## src/rtl/iowin_pkg.sv

```systemverilog
package iowin_pkg;
  // Register slots within the window register file; the order fixes which
  // slot is the window bottom and which is the window top.
  localparam int unsigned NUM_WIN_REGS = 2;
  localparam int unsigned SLOT_BOTTOM  = 0;
  localparam int unsigned SLOT_TOP     = 1;

  typedef enum logic [1:0] {
    RD_NONE   = 2'd0,
    RD_BOTTOM = 2'd1,
    RD_TOP    = 2'd2
  } iowin_rd_sel_e;
endpackage

```

## src/rtl/iowin_cfg_regs.sv

```systemverilog
module iowin_cfg_regs
  import iowin_pkg::*;
#(
  parameter int unsigned CFG_AW     = 8,
  parameter int unsigned DATA_W     = 8,
  parameter int unsigned PROG_W     = 4,
  parameter logic [CFG_AW-1:0] BOTTOM_OFS = 8'h1C,
  parameter logic [CFG_AW-1:0] TOP_OFS    = 8'h1D,
  parameter logic [DATA_W-1:0] BOTTOM_RST = 8'hF0,
  parameter logic [DATA_W-1:0] TOP_RST    = 8'h00
) (
  input  logic              clk,
  input  logic              rst,
  input  logic              wr_en,
  input  logic [CFG_AW-1:0] addr,
  input  logic [DATA_W-1:0] wdata,
  output logic [DATA_W-1:0] rdata,
  output logic [PROG_W-1:0] bottom_prog,
  output logic [PROG_W-1:0] top_prog
);
  localparam int unsigned RSV_W = DATA_W - PROG_W;

  logic [PROG_W-1:0]       prog_q [NUM_WIN_REGS];
  logic [NUM_WIN_REGS-1:0] hit;
  iowin_rd_sel_e           rd_sel;

  // One programmable nibble per slot; offset and reset value picked per slot.
  for (genvar s = 0; s < NUM_WIN_REGS; s++) begin : g_slot
    localparam logic [CFG_AW-1:0] OFS  = (s == SLOT_BOTTOM) ? BOTTOM_OFS : TOP_OFS;
    localparam logic [DATA_W-1:0] RSTV = (s == SLOT_BOTTOM) ? BOTTOM_RST : TOP_RST;

    assign hit[s] = (addr == OFS);

    always_ff @(posedge clk) begin
      if (rst) begin
        prog_q[s] <= RSTV[DATA_W-1 -: PROG_W];
      end else if (wr_en && hit[s]) begin
        prog_q[s] <= wdata[DATA_W-1 -: PROG_W];
      end
    end
  end

  always_comb begin
    rd_sel = RD_NONE;
    if (hit[SLOT_BOTTOM]) begin
      rd_sel = RD_BOTTOM;
    end else if (hit[SLOT_TOP]) begin
      rd_sel = RD_TOP;
    end
  end

  always_comb begin
    unique case (rd_sel)
      RD_BOTTOM: rdata = {prog_q[SLOT_BOTTOM], {RSV_W{1'b0}}};
      RD_TOP:    rdata = {prog_q[SLOT_TOP], {RSV_W{1'b0}}};
      default:   rdata = '0;
    endcase
  end

  assign bottom_prog = prog_q[SLOT_BOTTOM];
  assign top_prog    = prog_q[SLOT_TOP];
endmodule

```

## src/rtl/iowin_range_cmp.sv

```systemverilog
module iowin_range_cmp #(
  parameter int unsigned ADDR_W    = 16,
  parameter int unsigned GRAN_BITS = 12,
  parameter int unsigned PROG_W    = ADDR_W - GRAN_BITS
) (
  input  logic [PROG_W-1:0] bottom_prog,
  input  logic [PROG_W-1:0] top_prog,
  input  logic              valid,
  input  logic [ADDR_W-1:0] addr,
  output logic              fwd
);
  logic [ADDR_W-1:0] win_lo;
  logic [ADDR_W-1:0] win_hi;
  logic              above_lo;
  logic              below_hi;

  // Bottom fills the granule with zeros, top fills it with ones.
  assign win_lo = {bottom_prog, {GRAN_BITS{1'b0}}};
  assign win_hi = {top_prog, {GRAN_BITS{1'b1}}};

  assign above_lo = (addr >= win_lo);
  assign below_hi = (addr <= win_hi);

  // An inverted window can satisfy neither bound together, so it is empty.
  assign fwd = valid & above_lo & below_hi;
endmodule

```

## src/rtl/iowin_decoder.sv

```systemverilog
module iowin_decoder #(
  parameter int unsigned CFG_AW    = 8,
  parameter int unsigned DATA_W    = 8,
  parameter int unsigned ADDR_W    = 16,
  parameter int unsigned GRAN_BITS = 12,
  parameter logic [CFG_AW-1:0] BOTTOM_OFS = 8'h1C,
  parameter logic [CFG_AW-1:0] TOP_OFS    = 8'h1D,
  parameter logic [DATA_W-1:0] BOTTOM_RST = 8'hF0,
  parameter logic [DATA_W-1:0] TOP_RST    = 8'h00
) (
  input  logic              clk,
  input  logic              rst,
  input  logic              cfg_wr_en,
  input  logic [CFG_AW-1:0] cfg_addr,
  input  logic [DATA_W-1:0] cfg_wdata,
  output logic [DATA_W-1:0] cfg_rdata,
  input  logic              io_valid,
  input  logic [ADDR_W-1:0] io_addr,
  output logic              io_fwd
);
  localparam int unsigned PROG_W = ADDR_W - GRAN_BITS;

  logic [PROG_W-1:0] bottom_prog;
  logic [PROG_W-1:0] top_prog;

  iowin_cfg_regs #(
    .CFG_AW     (CFG_AW),
    .DATA_W     (DATA_W),
    .PROG_W     (PROG_W),
    .BOTTOM_OFS (BOTTOM_OFS),
    .TOP_OFS    (TOP_OFS),
    .BOTTOM_RST (BOTTOM_RST),
    .TOP_RST    (TOP_RST)
  ) u_regs (
    .clk         (clk),
    .rst         (rst),
    .wr_en       (cfg_wr_en),
    .addr        (cfg_addr),
    .wdata       (cfg_wdata),
    .rdata       (cfg_rdata),
    .bottom_prog (bottom_prog),
    .top_prog    (top_prog)
  );

  iowin_range_cmp #(
    .ADDR_W    (ADDR_W),
    .GRAN_BITS (GRAN_BITS),
    .PROG_W    (PROG_W)
  ) u_cmp (
    .bottom_prog (bottom_prog),
    .top_prog    (top_prog),
    .valid       (io_valid),
    .addr        (io_addr),
    .fwd         (io_fwd)
  );
endmodule

```

## config.mk

```make
export PLATFORM = sky130hd
export DESIGN_NAME = iowin_decoder
export DESIGN_NICKNAME = d
export VERILOG_FILES = /design/src/rtl/iowin_pkg.sv /design/src/rtl/iowin_cfg_regs.sv /design/src/rtl/iowin_range_cmp.sv /design/src/rtl/iowin_decoder.sv
export SDC_FILE = /design/constraint.sdc
export NUM_CORES = 1
export LEC_CHECK = 0
export BUFFER_PORTS_ARGS = -buffer_cell sky130_fd_sc_hd__buf_2
export CAP_MARGIN = 40
export CORE_UTILIZATION = 42
export CTS_BUF_LIST = sky130_fd_sc_hd__clkbuf_16
export DETAILED_ROUTE_END_ITERATION = 6
export PLACE_DENSITY = 0.79
export SLEW_MARGIN = 30
export SYNTH_ARGS = -nofsm -noshare
export SYNTH_HDL_FRONTEND = slang
export SYNTH_SLANG_ARGS = --single-unit
```

## constraint.sdc

```tcl
create_clock -name clk -period 1.5 [get_ports clk]
set_input_delay 0.15 -clock clk [delete_from_list [all_inputs] [get_ports clk]]
set_output_delay 0.15 -clock clk [all_outputs]
set_load 0.01 [all_outputs]
```

==> results of run 1 <==
path summary, 6_finish.rpt:
path / end / slack, ns / cells after the start
setup / recovery: io_fwd / -0.32 / 6
hold / removal: u_regs.prog_q[0][1] / 0.19 / 2
cells in the final DEF (no fill, tap or decap):
cell and instances:
o21a_1 1, and2_1 4, nand2_1 2, ha_1 2
nor4_1 2, buf_2 35, or3_4 1, a21oi_1 3
nor2_1 5, clkbuf_16 3, nor4bb_4 1, mux2i_1 4
inv_1 3, inv_2 5, buf_4 4, edfxtp_1 8
conb_1 4, or2_4 1, o21bai_2 2, nand4b_1 1
nor4b_2 2, a41o_1 1, nand4_1 4, nor4_2 2
o21ai_0 1, buf_6 1, o221a_2 1, nand2b_1 6
ha_4 6
power breakdown:
group / internal, W / total, W / leakage [nW] / switching (W)
Combinational: 0.0000970 / 0.000181 / 0.394 / 0.0000839
Sequential: 0.000259 / 0.000266 / 0.0783 / 0.00000735
Clock: 0.000344 / 0.000446 / 0.0370 / 0.000102
Total: 0.000699 / 0.000893 / 0.509 / 0.000194
per-stage QoR:
step           utilization [%]  setup TNS (ns)  power, W  std cells
3_5_place_dp              59.3          -0.125  0.000408        127
2_1_floorplan                -               0  0.000347         78
4_1_cts                   64.5          -0.292  0.000858        130
5_1_grt                   71.7          -0.380  0.000930        131
6_report                  71.7          -0.318  0.000893        131
3_3_place_gp              59.3         -0.0546  0.000401        127
layer usage:
layer,up-vias,global-route usage [%],wire length (µm),part of all wire (%)
met5,-,0,0,0
li1,347,-,-,-
met1,310,17.6,612,34
met3,8,3.33,159,8.8
met2,47,36.7,956,53
met4,0,13.1,70,3.9
layout make-up:
cell class / count / area share, %
multi-input combinational: 56 / 48.0
sequential: 8 / 21.5
timing repair buffer: 40 / 19.4
clock buffer: 3 / 6.71
inverter: 8 / 2.68
tap: 16 / 1.79
cell families after synthesis:
logic type      count (synthesis)
flops                           8
compound gates                  9
mux                             4
simple gates                   31
buf+inv                        14
fa+ha+maj                       8
other cells                     1
what timing repair did:
action / CTS / global route
cloned: 0 / 0
pin swaps: 0 / 5
endpoints found under the setup margin: 1 / 4
buffers inserted: 0 / 1
resized for setup: 1 / 16
==> flow_metrics.py, run 1 <==
metrics = {
    "run_status": {
        "outcome": "complete, but fails checks",
        "violations": "design-rule violations, negative setup slack",
    },
    "run": {
        "drv_cap": 0,
    },
    "synthesis": {
        "ys_types": 26,
        "synth_warnings": 0,
        "synthMuxAreaShare_pct": 5.49,
        "synthSimpleGateAreaFrac_pct": 28.1,
        "synth_xor_area_share_pct": 0,
        "synth_top_area_share_pct": 32.9,
        "synth_common_cells": "edfxtp_1 (8), ha_1 (8), inv_1 (8), nand2b_1 (6), nor2_1 (5)",
        "synth_top_family_by_area": "simple AND/OR/NAND/NOR gates",
        "synth.largest_area_cell": "edfxtp_1",
        "ys.flop_type": "edfxtp_1",
        "ys_ff_latch": 8,
        "synthAdderAreaFrac_pct": 13.7,
        "synth_compound_area_share_pct": 9.78,
        "synthCells": 75,
        "syn_area_per_cell_um2": 9.73,
        "ys_seq_area_share_pct": 32.9,
        "synth_edf_count": 8,
        "synthTopCellsByArea": "edfxtp_1 (33%), ha_1 (14%), mux2i_1 (5.5%), nand2b_1 (5.1%), buf_4 (4.1%)",
        "synth_area_um2": 729,
        "async_flop_share_pct": 0,
    },
    "finish": {
        "final_nets": 161,
        "fillers": 118,
        "final_area_um2": 1120,
        "insertedDiodeCount": 0,
        "regMostFlops": "u_regs.prog_q",
        "multi_input_comb_area_um2": 537,
        "area_growth_pct": 53.3,
        "final_layout_size_suffix_gt1_share_pct": 55.7,
        "top_regs": "u_regs.prog_q x8",
        "seqCellArea_um2": 240,
        "largest_reg_flops": 8,
    },
    "clocking": {
        "cts_hold_buf": 0,
        "h-tree-depth": 1,
        "numCtsBuffers": 3,
        "path_clk_slew_ns": 0.04,
        "clock_sinks": 8,
        "tritoncts": "done",
        "clock-root-buffer": "clkbuf_16",
        "clk_path_buf_depth": 2,
    },
    "timing": {
        "fin_hold_ws_ns": 0.191,
        "maxSlewViolCount": 0,
        "finalCriticalPeriod_ns": 1.82,
        "finalSetupViolations": 1,
        "hold_violations": 0,
        "fmax_mhz": 550,
        "period_share_pct": 121,
        "rsz0062_at_grt": "true",
        "worst_slack_ns": -0.318,
    },
    "floorplan": {
        "dieWidth_um": 43.7,
        "rows": 14,
        "die-area_um2": 1910,
        "die_h_um": 43.7,
        "io_pins": 45,
        "start_util_pct": 46.8,
        "core-area_um2": 1560,
    },
    "setup_path": {
        "slowest_stage": "edfxtp_1",
        "cpPeakStageDelay_ns": 0.35,
        "required_ns": 1.35,
        "worstPathCellList": "inv_2 -> ha_4 -> nor4bb_4 -> a41o_1 -> o221a_2 -> buf_6",
        "path_delay_family": "compound AO/OA/AOI/OAI gates",
        "worstPathMaxFanout": 2,
        "crit_start": "u_regs.prog_q[0][3]",
        "worstSetupPathType": "reg -> out",
        "end_kind": "output pin",
        "crit_buf_inv": 2,
        "cp.arrival_ns": 1.67,
        "startpoint_type": "register",
    },
    "grt": {
        "grt_pass1_vias": 716,
        "grt_pass1_wl_um": 2640,
        "grt_max_degree": 7,
        "antenna_found_initial": 0,
        "grt.overflow.total": 0,
        "grt_usage_pct": 19.0,
    },
    "routing": {
        "drt_iter0_drc": 12,
        "routed_wl_um": 1800,
        "viasPerCell": 5.44,
        "wl_per_cell_um": 13.7,
        "dr.pass1.iters": 6,
        "num_vias": 712,
        "final_antenna_net_count": 0,
        "drc_errors": 5,
    },
    "worst_hold_path": {
        "worstHoldStart": "cfg_wdata[5]",
        "hold_class": "in -> reg",
    },
    "placed_design": {
        "placed_area_um2": 925,
        "pre_cts_ws_ns": -0.0570,
        "io_buffer_count": 36,
        "hpwlAfterDp_um": 1370,
        "place.gp.congestion": 0.768,
    },
    "power": {
        "peakVddDrop_mv": 0.744,
        "leakage_nw": 0.509,
        "power.density_nw_per_um2": 798,
    },
}
No activity file was read; power rests on OpenSTA's default activity.
==> run 2, diff against run 1 <==
--- a/config.mk
+++ b/config.mk
@@ -7,10 +7,12 @@
 export LEC_CHECK = 0
 export BUFFER_PORTS_ARGS = -buffer_cell sky130_fd_sc_hd__buf_2
 export CAP_MARGIN = 40
-export CORE_UTILIZATION = 42
+export CELL_PAD_IN_SITES_DETAIL_PLACEMENT = 1
+export CELL_PAD_IN_SITES_GLOBAL_PLACEMENT = 2
+export CORE_UTILIZATION = 23
 export CTS_BUF_LIST = sky130_fd_sc_hd__clkbuf_16
 export DETAILED_ROUTE_END_ITERATION = 6
-export PLACE_DENSITY = 0.79
+export PLACE_DENSITY_LB_ADDON = 0.1
 export SLEW_MARGIN = 30
 export SYNTH_ARGS = -nofsm -noshare
 export SYNTH_HDL_FRONTEND = slang
==> constraint.sdc (replaced) <==
create_clock -name clk -period 1.8 [get_ports clk]
set_input_delay 0.18 -clock clk [delete_from_list [all_inputs] [get_ports clk]]
set_output_delay 0.18 -clock clk [all_outputs]
set_load 0.01 [all_outputs]
==> flow_metrics.py, run 2 (same netlist as run 1, synthesis figures left out) <==
metrics = {
    "power": {
        "leakage_nw": 0.502,
        "power.density_nw_per_um2": 650,
        "peakVddDrop_mv": 0.492,
    },
    "placed_design": {
        "hpwlAfterDp_um": 1530,
        "pre_cts_ws_ns": 0.152,
        "place.gp.congestion": 0.650,
        "placed_cells": 152,
        "io_buffer_count": 36,
    },
    "floorplan": {
        "die-area_um2": 3400,
        "io_pins": 45,
        "start_util_pct": 24.1,
        "dieWidth_um": 58.3,
        "rows": 20,
        "core-area_um2": 3030,
        "die_h_um": 58.3,
    },
    "finish": {
        "final_layout_size_suffix_gt1_share_pct": 50.0,
        "largest_reg_flops": 8,
        "mostFrequentLayoutCells": "buf_2 (35), edfxtp_1 (8), inv_1 (6), nand2b_1 (6), nor2_1 (5)",
        "final_nets": 158,
        "top_regs": "u_regs.prog_q x8",
        "regMostFlops": "u_regs.prog_q",
        "area_growth_pct": 53.3,
        "seqCellArea_um2": 240,
        "finalNonFillerCells": 156,
        "multi_input_comb_area_um2": 524,
        "fillers": 362,
        "insertedDiodeCount": 0,
        "final_common_cell": "buf_2",
    },
    "grt": {
        "grt_pass1_vias": 643,
        "met1_usage_pct": 11.1,
        "top_usage_layer": "met2",
        "antenna_found_initial": 0,
        "met3_usage_pct": 2.86,
        "grt_usage_pct": 10.6,
        "gr-usage-met2_pct": 20.0,
        "grt.overflow.total": 0,
        "grt_pass1_wl_um": 2660,
        "grt_max_degree": 7,
    },
    "setup_path": {
        "worstPathCellList": "inv_2 -> ha_4 -> nor4bb_4 -> a41o_1 -> o221a_2 -> buf_6",
        "cpPeakStageDelay_ns": 0.35,
        "required_ns": 1.62,
        "end_kind": "output pin",
        "startpoint_type": "register",
        "slowest_stage": "edfxtp_1",
        "worstSetupPathType": "reg -> out",
        "worstPathMaxFanout": 2,
        "cp.arrival_ns": 1.64,
    },
    "timing": {
        "fmax_mhz": 549,
        "hold_violations": 0,
        "maxSlewViolCount": 0,
        "finalCriticalPeriod_ns": 1.82,
        "period_share_pct": 101,
        "finalSetupTns_ns": -0.0226,
        "rsz0062_at_grt": "true",
        "worst_slack_ns": -0.0226,
        "finalSetupViolations": 1,
    },
    "clocking": {
        "cts_hold_buf": 0,
        "clock-root-buffer": "clkbuf_16",
        "numCtsBuffers": 3,
        "path_clk_slew_ns": 0.04,
        "clock_sinks": 8,
        "clk_path_buf_depth": 2,
        "h-tree-depth": 1,
        "tritoncts": "done",
    },
    "routing": {
        "drc_errors": 0,
        "wl_per_cell_um": 11.2,
        "dr.pass1.iters": 4,
        "num_vias": 673,
        "drt_iter0_drc": 10,
        "viasPerCell": 4.31,
        "routed_wl_um": 1740,
        "final_antenna_net_count": 0,
    },
    "run_status": {
        "outcome": "complete, but fails checks",
        "violations": "negative setup slack",
    },
    "run": {
        "drv_cap": 0,
    },
    "worst_hold_path": {
        "hold_class": "in -> reg",
    },
}
## run 2: cell types whose count changed in the layout (fill, tap and decap cells not counted), sizes merged
cell | previous run | this run
buf | 40 | 37
## run 2: cell type report
class,instances,area share [%]
Sequential cell,8,21.5
Tap cell,44,4.92
Multi-Input combinational cell,56,46.9
Inverter,8,2.68
Clock buffer,3,6.71
Timing Repair Buffer,37,17.3
## run 2: report_power, final
part | internal (W) | switching (W) | total [W]
clock network | 0.000285 | 0.0000777 | 0.000363
registers | 0.000216 | 0.00000530 | 0.000221
logic | 0.0000761 | 0.0000668 | 0.000143
## run 2: path summary, 6_finish.rpt
check | from | end | slack [ns] | cells past startpoint
setup / recovery | u_regs.prog_q[0][3] | io_fwd | -0.02 | 6
hold / removal | cfg_wdata[4] | u_regs.prog_q[0][0] | 0.22 | 2
## run 2: metrics by stage
stage	total power [W]	hold slack [ns]	area, µm²	utilization (%)
2_1_floorplan	0.000289	0.358	741	-
3_3_place_gp	0.000340	0.457	937	31.0
3_5_place_dp	0.000341	0.456	937	31.0
4_1_cts	0.000716	0.221	1040	34.5
5_1_grt	0.000762	0.237	1120	36.9
6_report	0.000727	0.219	1120	36.9
## run 2: timing repair
item | CTS | global route
cloned | 0 | 0
setup endpoints to repair | 1 | 1
pin swaps | 2 | 4
gates resized for setup | 4 | 9
setup buffers | 0 | 1
## run 2: per-layer routing
layer | share of wire [%] | vias up
li1 | - | 341
met1 | 40 | 297
met2 | 51 | 33
met3 | 8.6 | 2
met4 | 0.57 | 0
met5 | 0 | -
## run 2: worst max-delay path, delay by kind of cell, from the launching register on
| family | cells | cell delay, ns |
|---|---|---|
| compound gates | 2 | 0.38 |
| buf+inv | 2 | 0.16 |
| flops | 1 | 0.35 |
| fa+ha+maj | 1 | 0.26 |
| simple gates | 1 | 0.26 |
==> run 3, diff against run 2 <==
--- a/config.mk
+++ b/config.mk
@@ -9,6 +9,7 @@
 export CAP_MARGIN = 40
 export CELL_PAD_IN_SITES_DETAIL_PLACEMENT = 1
 export CELL_PAD_IN_SITES_GLOBAL_PLACEMENT = 2
+export CORE_ASPECT_RATIO = 1.4
 export CORE_UTILIZATION = 23
 export CTS_BUF_LIST = sky130_fd_sc_hd__clkbuf_16
 export DETAILED_ROUTE_END_ITERATION = 6
==> flow_metrics.py, run 3 (same netlist as run 1, synthesis figures left out) <==
metrics = {
    "finish": {
        "area_growth_pct": 50.9,
        "largest_reg_flops": 8,
        "mostFrequentLayoutCells": "buf_2 (35), edfxtp_1 (8), inv_1 (7), nand2b_1 (6), ha_1 (6)",
        "final_common_cell": "buf_2",
        "regMostFlops": "u_regs.prog_q",
        "fillers": 363,
        "top_regs": "u_regs.prog_q x8",
        "final_layout_size_suffix_gt1_share_pct": 47.8,
        "final_util_pct": 37.5,
        "final_nets": 161,
        "insertedDiodeCount": 0,
    },
    "clocking": {
        "cts_hold_buf": 0,
        "numCtsBuffers": 3,
        "clock-root-buffer": "clkbuf_16",
        "path_clk_slew_ns": 0.04,
        "clk_path_buf_depth": 2,
        "tritoncts": "done",
        "clock_sinks": 8,
        "h-tree-depth": 1,
    },
    "grt": {
        "top_usage_layer": "met2",
        "grt_pass1_vias": 700,
        "antenna_found_initial": 0,
        "grt_pass1_wl_um": 2820,
        "grt.overflow.total": 0,
        "grt_max_degree": 7,
        "gr-usage-met2_pct": 26.5,
        "met3_usage_pct": 1.97,
        "grt_usage_pct": 11.4,
        "met1_usage_pct": 8.91,
    },
    "worst_hold_path": {
        "hold_class": "in -> reg",
    },
    "floorplan": {
        "start_util_pct": 24.9,
        "die-area_um2": 3400,
        "rows": 23,
        "die_h_um": 68.6,
        "dieWidth_um": 49.6,
        "io_pins": 45,
        "core-area_um2": 2940,
    },
    "setup_path": {
        "startpoint_type": "register",
        "required_ns": 1.62,
        "endpoint": "io_fwd",
        "cp.arrival_ns": 1.64,
        "worstSetupPathType": "reg -> out",
        "end_kind": "output pin",
        "worstPathMaxFanout": 2,
        "crit_start": "u_regs.prog_q[0][2]",
    },
    "placed_design": {
        "hpwlAfterDp_um": 1660,
        "io_buffer_count": 36,
        "pre_cts_ws_ns": 0.141,
        "place.gp.congestion": 0.682,
    },
    "routing": {
        "num_vias": 689,
        "drc_errors": 0,
        "dr.pass1.iters": 4,
        "routed_wl_um": 1920,
        "wl_per_cell_um": 12.6,
        "final_antenna_net_count": 0,
        "viasPerCell": 4.53,
        "drt_iter0_drc": 9,
    },
    "timing": {
        "finalSetupViolations": 1,
        "maxSlewViolCount": 0,
        "worst_slack_ns": -0.0232,
        "period_share_pct": 101,
        "rsz0062_at_grt": "true",
        "finalCriticalPeriod_ns": 1.82,
        "fmax_mhz": 548,
        "hold_violations": 0,
    },
    "power": {
        "peakVddDrop_mv": 0.380,
        "power.density_nw_per_um2": 661,
        "leakage_nw": 0.517,
    },
    "run_status": {
        "violations": "negative setup slack",
        "outcome": "complete, but fails checks",
    },
    "run": {
        "drv_cap": 0,
    },
}
[run 3: changes by cell type in the layout (fill, tap and decap cells not counted)]
cell / before / now
ha_1: 4 / 6
ha_4: 4 / 2
nor4_2: 3 / 2
buf_4: 1 / 4
nor4_1: 1 / 2
inv_2: 2 / 1
inv_1: 6 / 7
[run 3: area by class of cell]
class                           count  area [µm²]  area share (%)
Sequential cell                     8         240            21.8
Timing Repair Buffer               40         216            19.7
Clock buffer                        3        75.1            6.82
Multi-Input combinational cell     56         493            44.8
Tap cell                           37        46.3            4.20
Inverter                            8        30.0            2.73
[run 3: how the worst min path moves through the flow]
| stage | from | slack (ns) | cells after the start | to |
|---|---|---|---|---|
| after floorplan | cfg_wdata[4] | 0.36 | 1 | u_regs.prog_q[0][0] |
| after global placement | cfg_wdata[5] | 0.45 | 2 | u_regs.prog_q[0][1] |
| after global routing | cfg_wdata[6] | 0.23 | 2 | u_regs.prog_q[0][2] |
| after detailed placement | cfg_wdata[6] | 0.46 | 2 | u_regs.prog_q[0][2] |
| final | cfg_wdata[6] | 0.22 | 2 | u_regs.prog_q[0][2] |
| after CTS | cfg_wdata[6] | 0.22 | 2 | u_regs.prog_q[0][2] |
[run 3: what timing repair did]
| item | 4_1_cts | 5_1_grt |
|---|---|---|
| pin swaps | 3 | 2 |
| gates resized for setup | 5 | 4 |
| buffers inserted | 2 | 2 |
| endpoints found under the setup margin | 1 | 1 |
[run 3: layer usage]
layer / wire, µm / part of all wire (%) / vias up
met5: 0 / 0 / -
met4: 13 / 0.68 / 0
met3: 117 / 6.1 / 2
met2: 1160 / 61 / 28
met1: 624 / 33 / 313
li1: - / - / 346
[run 3: worst max-delay path: stages (launching register included)]
cell	delay, ns
edfxtp_1	0.39
inv_1	0.11
ha_4	0.20
nor4b_2	0.15
a41o_1	0.22
o221a_2	0.23
buf_6	0.12
[run 3: per-stage QoR]
step	power, W	cell area, µm²	hold WS, ns	instances	setup TNS, ns
after floorplan	0.000289	741	0.358	78	0
after global placement	0.000341	928	0.451	145	0
after detailed placement	0.000343	928	0.455	145	0
after CTS	0.000721	1060	0.222	150	-0.0347
after global routing	0.000756	1100	0.234	152	-0.0951
final	0.000728	1100	0.221	152	-0.0232
[run 3: where the power goes]
group          total, W  leakage (nW)  switching, W  internal [W]
logic          0.000144         0.402     0.0000666     0.0000770
clock network  0.000364        0.0370     0.0000781      0.000286
registers      0.000221        0.0783    0.00000542      0.000216
total          0.000728         0.517      0.000150      0.000578
